**config.mk**
```make
export PLATFORM = sky130hd
export DESIGN_NAME = tile_fence_bank
export DESIGN_NICKNAME = d
export VERILOG_FILES = /design/src/rtl/fbank_pkg.sv /design/src/rtl/fence_regfile.sv /design/src/rtl/fence_match.sv /design/src/rtl/fence_select.sv /design/src/rtl/tile_fence_bank.sv
export SDC_FILE = /design/constraint.sdc
export NUM_CORES = 2
export LEC_CHECK = 0
export BUFFER_PORTS_ARGS = -buffer_cell sky130_fd_sc_hd__buf_2
export CAP_MARGIN = 20
export CORE_MARGIN = 4
export CORE_UTILIZATION = 50
export CTS_CLUSTER_SIZE = 30
export DETAILED_ROUTE_END_ITERATION = 8
export PLACE_DENSITY_LB_ADDON = 0.2
export SYNTH_ARGS = -nofsm -noshare
export SYNTH_HDL_FRONTEND = slang
export SYNTH_HIERARCHICAL = 1
export SYNTH_SLANG_ARGS = --single-unit
```
**constraint.sdc**
```tcl
create_clock -name clk -period 6.3 [get_ports clk]
set_input_delay 1.26 -clock clk [delete_from_list [all_inputs] [get_ports clk]]
set_output_delay 1.26 -clock clk [all_outputs]
set_load 0.1 [all_outputs]
```
**src/rtl/fbank_pkg.sv**
```systemverilog
package fbank_pkg;
  localparam int unsigned WORD_W     = 32;
  localparam int unsigned PAGE_SHIFT = 12;
  localparam int unsigned PG_W       = WORD_W - PAGE_SHIFT;
  localparam int unsigned VALID_BIT  = 0;
  localparam int unsigned YTILE_BIT  = 1;
  localparam int unsigned STRIDE_SH  = 7;

  typedef enum logic {
    TILE_X = 1'b0,
    TILE_Y = 1'b1
  } tile_mode_e;
endpackage

```
**src/rtl/fence_regfile.sv**
```systemverilog
module fence_regfile
  import fbank_pkg::*;
#(
  parameter int unsigned NUM_FENCES = 32,
  parameter int unsigned PITCH_LSB  = 2,
  parameter int unsigned PITCH_W    = 10,
  localparam int unsigned IDX_W     = $clog2(NUM_FENCES)
) (
  input  logic                               clk,
  input  logic                               rst,
  input  logic                               we,
  input  logic [IDX_W:0]                     addr,
  input  logic [WORD_W-1:0]                  wdata,
  output logic [WORD_W-1:0]                  rdata,
  output logic [NUM_FENCES-1:0]              f_vld,
  output logic [NUM_FENCES-1:0]              f_ytile,
  output logic [NUM_FENCES-1:0][PITCH_W-1:0] f_pitch,
  output logic [NUM_FENCES-1:0][PG_W-1:0]    f_first,
  output logic [NUM_FENCES-1:0][PG_W-1:0]    f_last
);
  logic [WORD_W-1:0] lo_mem [NUM_FENCES];
  logic [WORD_W-1:0] hi_mem [NUM_FENCES];
  logic [IDX_W-1:0]  sel_idx;
  logic              sel_hi;

  assign sel_idx = addr[IDX_W:1];
  assign sel_hi  = addr[0];

  for (genvar g = 0; g < NUM_FENCES; g++) begin : g_fence
    always_ff @(posedge clk) begin
      if (rst) begin
        lo_mem[g] <= '0;
        hi_mem[g] <= '0;
      end else if (we && sel_idx == IDX_W'(g)) begin
        if (sel_hi) hi_mem[g] <= wdata;
        else        lo_mem[g] <= wdata;
      end
    end

    assign f_vld[g]   = lo_mem[g][VALID_BIT];
    assign f_ytile[g] = lo_mem[g][YTILE_BIT];
    assign f_pitch[g] = lo_mem[g][PITCH_LSB +: PITCH_W];
    assign f_first[g] = lo_mem[g][WORD_W-1:PAGE_SHIFT];
    assign f_last[g]  = hi_mem[g][WORD_W-1:PAGE_SHIFT];
  end

  always_ff @(posedge clk) begin
    if (rst) rdata <= '0;
    else     rdata <= sel_hi ? hi_mem[sel_idx] : lo_mem[sel_idx];
  end
endmodule

```
**src/rtl/fence_match.sv**
```systemverilog
module fence_match
  import fbank_pkg::*;
#(
  parameter int unsigned NUM_FENCES = 32
) (
  input  logic [WORD_W-1:0]               addr,
  input  logic [NUM_FENCES-1:0]           f_vld,
  input  logic [NUM_FENCES-1:0][PG_W-1:0] f_first,
  input  logic [NUM_FENCES-1:0][PG_W-1:0] f_last,
  output logic [NUM_FENCES-1:0]           match
);
  for (genvar g = 0; g < NUM_FENCES; g++) begin : g_cmp
    logic [WORD_W-1:0] lo_bound;
    logic [WORD_W-1:0] hi_bound;
    assign lo_bound = {f_first[g], {PAGE_SHIFT{1'b0}}};
    assign hi_bound = {f_last[g],  {PAGE_SHIFT{1'b1}}};
    assign match[g] = f_vld[g] && (addr >= lo_bound) && (addr <= hi_bound);
  end
endmodule

```
**src/rtl/fence_select.sv**
```systemverilog
module fence_select #(
  parameter int unsigned NUM_FENCES = 32,
  localparam int unsigned IDX_W     = $clog2(NUM_FENCES)
) (
  input  logic [NUM_FENCES-1:0] match,
  output logic                  any,
  output logic [IDX_W-1:0]      idx,
  output logic                  multi
);
  always_comb begin
    any = 1'b0;
    idx = '0;
    for (int i = NUM_FENCES - 1; i >= 0; i--) begin
      if (match[i]) begin
        any = 1'b1;
        idx = IDX_W'(i);
      end
    end
  end

  assign multi = |(match & (match - NUM_FENCES'(1)));
endmodule

```
**src/rtl/tile_fence_bank.sv**
```systemverilog
module tile_fence_bank
  import fbank_pkg::*;
#(
  parameter int unsigned NUM_FENCES = 32,
  parameter int unsigned PITCH_LSB  = 2,
  parameter int unsigned PITCH_W    = 10,
  localparam int unsigned IDX_W     = $clog2(NUM_FENCES),
  localparam int unsigned PB_W      = PITCH_W + 1 + STRIDE_SH
) (
  input  logic              clk,
  input  logic              rst,
  input  logic              reg_we,
  input  logic [IDX_W:0]    reg_addr,
  input  logic [31:0]       reg_wdata,
  output logic [31:0]       reg_rdata,
  input  logic              lk_req,
  input  logic [31:0]       lk_addr,
  output logic              lk_rsp_valid,
  output logic              lk_hit,
  output logic [IDX_W-1:0]  lk_idx,
  output logic              lk_ymode,
  output logic [PB_W-1:0]   lk_pitch,
  output logic              lk_overlap
);
  logic [NUM_FENCES-1:0]              f_vld;
  logic [NUM_FENCES-1:0]              f_ytile;
  logic [NUM_FENCES-1:0][PITCH_W-1:0] f_pitch;
  logic [NUM_FENCES-1:0][PG_W-1:0]    f_first;
  logic [NUM_FENCES-1:0][PG_W-1:0]    f_last;
  logic [NUM_FENCES-1:0]              match;
  logic                               any;
  logic [IDX_W-1:0]                   win;
  logic                               multi;
  logic [PITCH_W:0]                   units;
  logic [PB_W-1:0]                    bytes_nxt;
  tile_mode_e                         mode_nxt;

  fence_regfile #(
    .NUM_FENCES(NUM_FENCES), .PITCH_LSB(PITCH_LSB), .PITCH_W(PITCH_W)
  ) u_regs (
    .clk(clk), .rst(rst), .we(reg_we), .addr(reg_addr), .wdata(reg_wdata),
    .rdata(reg_rdata), .f_vld(f_vld), .f_ytile(f_ytile), .f_pitch(f_pitch),
    .f_first(f_first), .f_last(f_last)
  );

  fence_match #(.NUM_FENCES(NUM_FENCES)) u_match (
    .addr(lk_addr), .f_vld(f_vld), .f_first(f_first), .f_last(f_last),
    .match(match)
  );

  fence_select #(.NUM_FENCES(NUM_FENCES)) u_sel (
    .match(match), .any(any), .idx(win), .multi(multi)
  );

  assign units     = {1'b0, f_pitch[win]} + {{PITCH_W{1'b0}}, 1'b1};
  assign bytes_nxt = {units, {STRIDE_SH{1'b0}}};
  assign mode_nxt  = f_ytile[win] ? TILE_Y : TILE_X;

  always_ff @(posedge clk) begin
    if (rst) begin
      lk_rsp_valid <= 1'b0;
      lk_hit       <= 1'b0;
      lk_idx       <= '0;
      lk_ymode     <= 1'b0;
      lk_pitch     <= '0;
      lk_overlap   <= 1'b0;
    end else begin
      lk_rsp_valid <= lk_req;
      lk_hit       <= lk_req && any;
      lk_idx       <= (lk_req && any) ? win : '0;
      lk_ymode     <= lk_req && any && (mode_nxt == TILE_Y);
      lk_pitch     <= (lk_req && any) ? bytes_nxt : '0;
      lk_overlap   <= lk_req && multi;
    end
  end
endmodule

```
==> impl_results.md <==
* Internal power at 27.7 mW
* VDD IR max at just over 300 uV
* Fin. max-slew vios at 0
* Switch share at 29.7%
* Remaining antenna violation count at 0
* CP startpoint kind: input port
* Crit path required time at about 7 ns
* Setup violators final at 2
* #FFs+latches synth at 2100
* Placed Instances at around 15000
* Final Hold Vio Count at 0
* Synth Cell Area at roughly 130000 sq um
* Register area share after synthesis at 46.4%
* Max-slew headroom at a little over an eighth
* Kind of cell adding the most delay to the critical path: buffers and inverters
* Core box area at between 200000 and 300000 sq um
* Rows at 190
* DR DRC count at 0
* Fillcell total at ~22000
* Tmin final at about 6.3 ns
* Clk pwr share at 36.9%
* Layout cells sized above 1 at roughly 20%
* Unique masters post-synth at 83
* Synth async-reset ratio at 0%
* Post-DP HPWL at approximately 370 mm
* Clock Skew at slightly above 0.09 ns
* Worst Path Arrival at 7.18 ns
* Root buf cell: clkbuf_16
* Critical Path Fanout Max at 8
* Layout area overhead at 11.5%
* Gate power share at 21.1%
* Post-Synthesis Cells at between 10000 and 15000
* Post-route setup slack at -0.00577 ns
* Worst-Margin Slew at approximately 1.3 ns
* Mean routed wirelength per cell at about 35 um
* Slowest-stage cell, CP: mux4_1
* Clock Latency Late Sink at 0.97 ns
* Final period util at 100%
* Hold Crit Class: input port to register
* Fin nets at about 13000
* CTS tree: done
* Sequential share of power at between 40% and 50%
* Critical path's largest stage delay at around 0.68 ns
* Largest net degree at the start of global routing at between 60 and 70
* Reg clk slew, reported paths at roughly 0.06 ns
* CP Class: input port to register
* Clock buffer depth at 4
* TritonCTS buffer count at between 200 and 250
* Final cell count without fillers at around 15000
* Port-buffer cells at about 130
* DIE HEIGHT at roughly 530 um
* Buf+Inv Stages, Crit Path at 12
* Leakage at between 60 and 70 nW
* Failing checks: negative setup slack
* PD cells at 262 nW/um^2
* Yosys warning count at 6
* Achievable Freq at around 0.16 GHz
* Commonest register cell after synthesis: edfxtp_1
* Final core utilization at between 50% and 60%
* Number of synthesized flops with an enable pin at roughly 2000
* Routed Wire Length at about 530 mm
* Syn Area/Cell at ~12 sq um
* Status: finished, violations left
* Net Sw Power at roughly 12 mW
* Element type at the critical path end: register
* Most frequent cell on the critical path: buf_4
* Routability Congestion at slightly above 1
* Io pins at approximately 130
* Initial Utilization at between 50% and 60%
* Grt total ovfl at 0
* Vias in the first global route at 95860
* Die area at around 280000 sq um
* Via count at 98108
* Die Wd at roughly 530 um
* Tot GR Track Use at 37.5%
* Post-CTS Hold Buffers at 0
* H-tree lvl count at 4
* Total power at 39.4 mW
* Via-per-instance ratio at ~6.4
* First-pass GRT wire length at about 740 mm
* Initial DRC Count at about 15000
* Initial antenna violation count at 68
* Max cap viols at 0
* # clock sinks at 2100
* First-pass iteration count of the detailed router at 8
==> through the flow <==
stage	hold slack, ns	setup TNS, ns	worst slack (ns)	cell area [sq um]
detailed placement	0.934	-15.43	-1.42	142000
floorplan	0.694	0	0.0522	135000
finish	0.729	-0.00777	-0.00577	150000
CTS	0.667	0	0.0140	150000
global placement	0.924	-15.57	-1.43	142000
global route	0.724	-0.0224	-0.0115	150000
==> repair_timing <==
item                       4_1_cts  5_1_grt
gates cloned                     0        1
gates resized for setup         21       83
pin swaps                        2       24
buffers inserted                 0       12
setup endpoints to repair       10       10
==> placed cells by master, fill, tap and decap left out, drive strengths merged, types with 21 or more instances in the layout <==
cell type and n:
o21bai 66, o21ai 221, a21o 135, mux2i 182
inv 1269, mux2 92, edfxtp 2048, dfxtp 52
o221ai 52, mux4 515, nor3 50, clkinv 100
buf 1139, nor2 230, o22ai 64, nand2 345
and4 107, diode 28, and2 2053, ha 1281
a211oi 61, nand3 145, bufinv 33, and3 25
nor2b 32, nand4 195, a221oi 119, nand2b 35
nor4 24, clkbuf 292, a22oi 66, a21oi 476
and3b 21, a221o 28, a2111oi 21
==> power by group through the flow <==
stage               Combinational [mW]  Sequential, mW  Clock (mW)
finish                            8.32            16.6        14.5
detailed placement                7.88            16.8           0
global placement                  7.76            16.8           0
CTS                               7.94            16.6        14.6
global route                      8.68            16.6        15.2
floorplan                         4.26            17.0           0
==> final cells by class <==
class                      instances  area [sq um]  share of cell area (%)
clock inverter                   153          1780                    1.18
clock buffer                     288          6160                    4.10
timing repair buffer            1143          9640                    6.41
tap                             3552          4440                    2.95
antenna                           28          70.1                  0.0466
multi-input combinational       6845         61000                    40.6
sequential                      2100         62500                    41.6
inverter                        1264          4740                    3.15
==> cell usage after synthesis, types with 13 or more instances <==
master     count  share of area, %
o21bai_1      66              0.37
nor4bb_1      20              0.15
buf_1         47              0.13
buf_4        677               3.8
buf_2         84              0.31
a221o_1       28              0.21
and3b_1       21              0.14
a21oi_1      476               1.8
ha_1        1281                12
o32ai_1       19              0.12
o31ai_1       19              0.11
a31oi_1       18             0.084
o22ai_1       64              0.30
nand2_1      345              0.96
a211oi_1      61              0.34
and2_1      2052               9.5
a221oi_1     119              0.77
and3_1        25              0.12
a21o_1       135              0.75
dfxtp_1       52              0.77
nand2b_1      35              0.16
nor2_1       229              0.64
buf_6         19              0.16
a31o_2        13             0.084
clkbuf_1     483               1.3
inv_1       1262               3.5
or3_1         18             0.084
nor4_1        23              0.11
a22oi_1       64              0.36
and4_1       107              0.69
nand4_1      194              0.90
o22a_1        14             0.091
nor2b_1       32              0.15
nor3_1        48              0.18
nand3_1      144              0.53
mux4_1        26              0.51
mux2_2        92              0.77
a32o_1        13             0.096
o21ai_0      210              0.78
edfxtp_1    2048                46
a2111oi_0     19              0.12
o221ai_1      52              0.34
a22o_1        20              0.13
mux4_2       489               8.2
mux2i_1      181               1.3
==> logic make-up (layout without fill, tap and decap cells) <==
family / count (synthesis) / count (layout) / share of synthesized area, %
adders and majority gates: 1284 / 1284 / 11.9
muxes: 789 / 789 / 10.8
AOI/OAI and AO/OA: 1440 / 1440 / 7.00
and+or+nand+nor: 3321 / 3321 / 14.5
buffers and inverters: 2586 / 2848 / 9.38
other: 1 / 35 / 0.00278
xor gates and xnor gates: 4 / 4 / 0.0260
DFF: 2100 / 2100 / 46.4
==> metal layers <==
metal  vias to the layer above  global-route usage (%)  part of all wire [%]
met5                         -                       0                 0.016
met4                        12                    20.9                   6.9
met3                      1285                    9.21                    13
met2                      6663                    55.2                    42
met1                     49068                    51.0                    38
li1                      41080                       -                     -
==> registers in the layout (all words and copies together) (netlist names) <==
name / count
u_regs/rdata: 32
lk_pitch: 11
u_regs/lo_mem: 1024
lk_rsp_valid: 1
lk_hit: 1
u_regs/hi_mem: 1024
lk_idx: 5
lk_overlap: 1
lk_ymode: 1
==> path summary, 6_finish.rpt <==
check / from / to / slack [ns] / cells after the start
setup / recovery: lk_addr[12] / lk_pitch[14]$_SDFF_PP0_ / -0.006 / 28
hold / removal: reg_wdata[14] / u_regs/hi_mem[6][14]$_SDFFCE_PN0P_ / 0.73 / 2
setup reg to reg: u_regs/hi_mem[31][23]$_SDFFCE_PN0P_ / lk_pitch[14]$_SDFF_PP0_ / 0.36 / 27
hold reg to reg: u_regs/lo_mem[26][1]$_SDFFCE_PN0P_ / lk_ymode$_SDFF_PP0_ / 0.95 / 4
No activity file was read; power rests on OpenSTA's default activity.
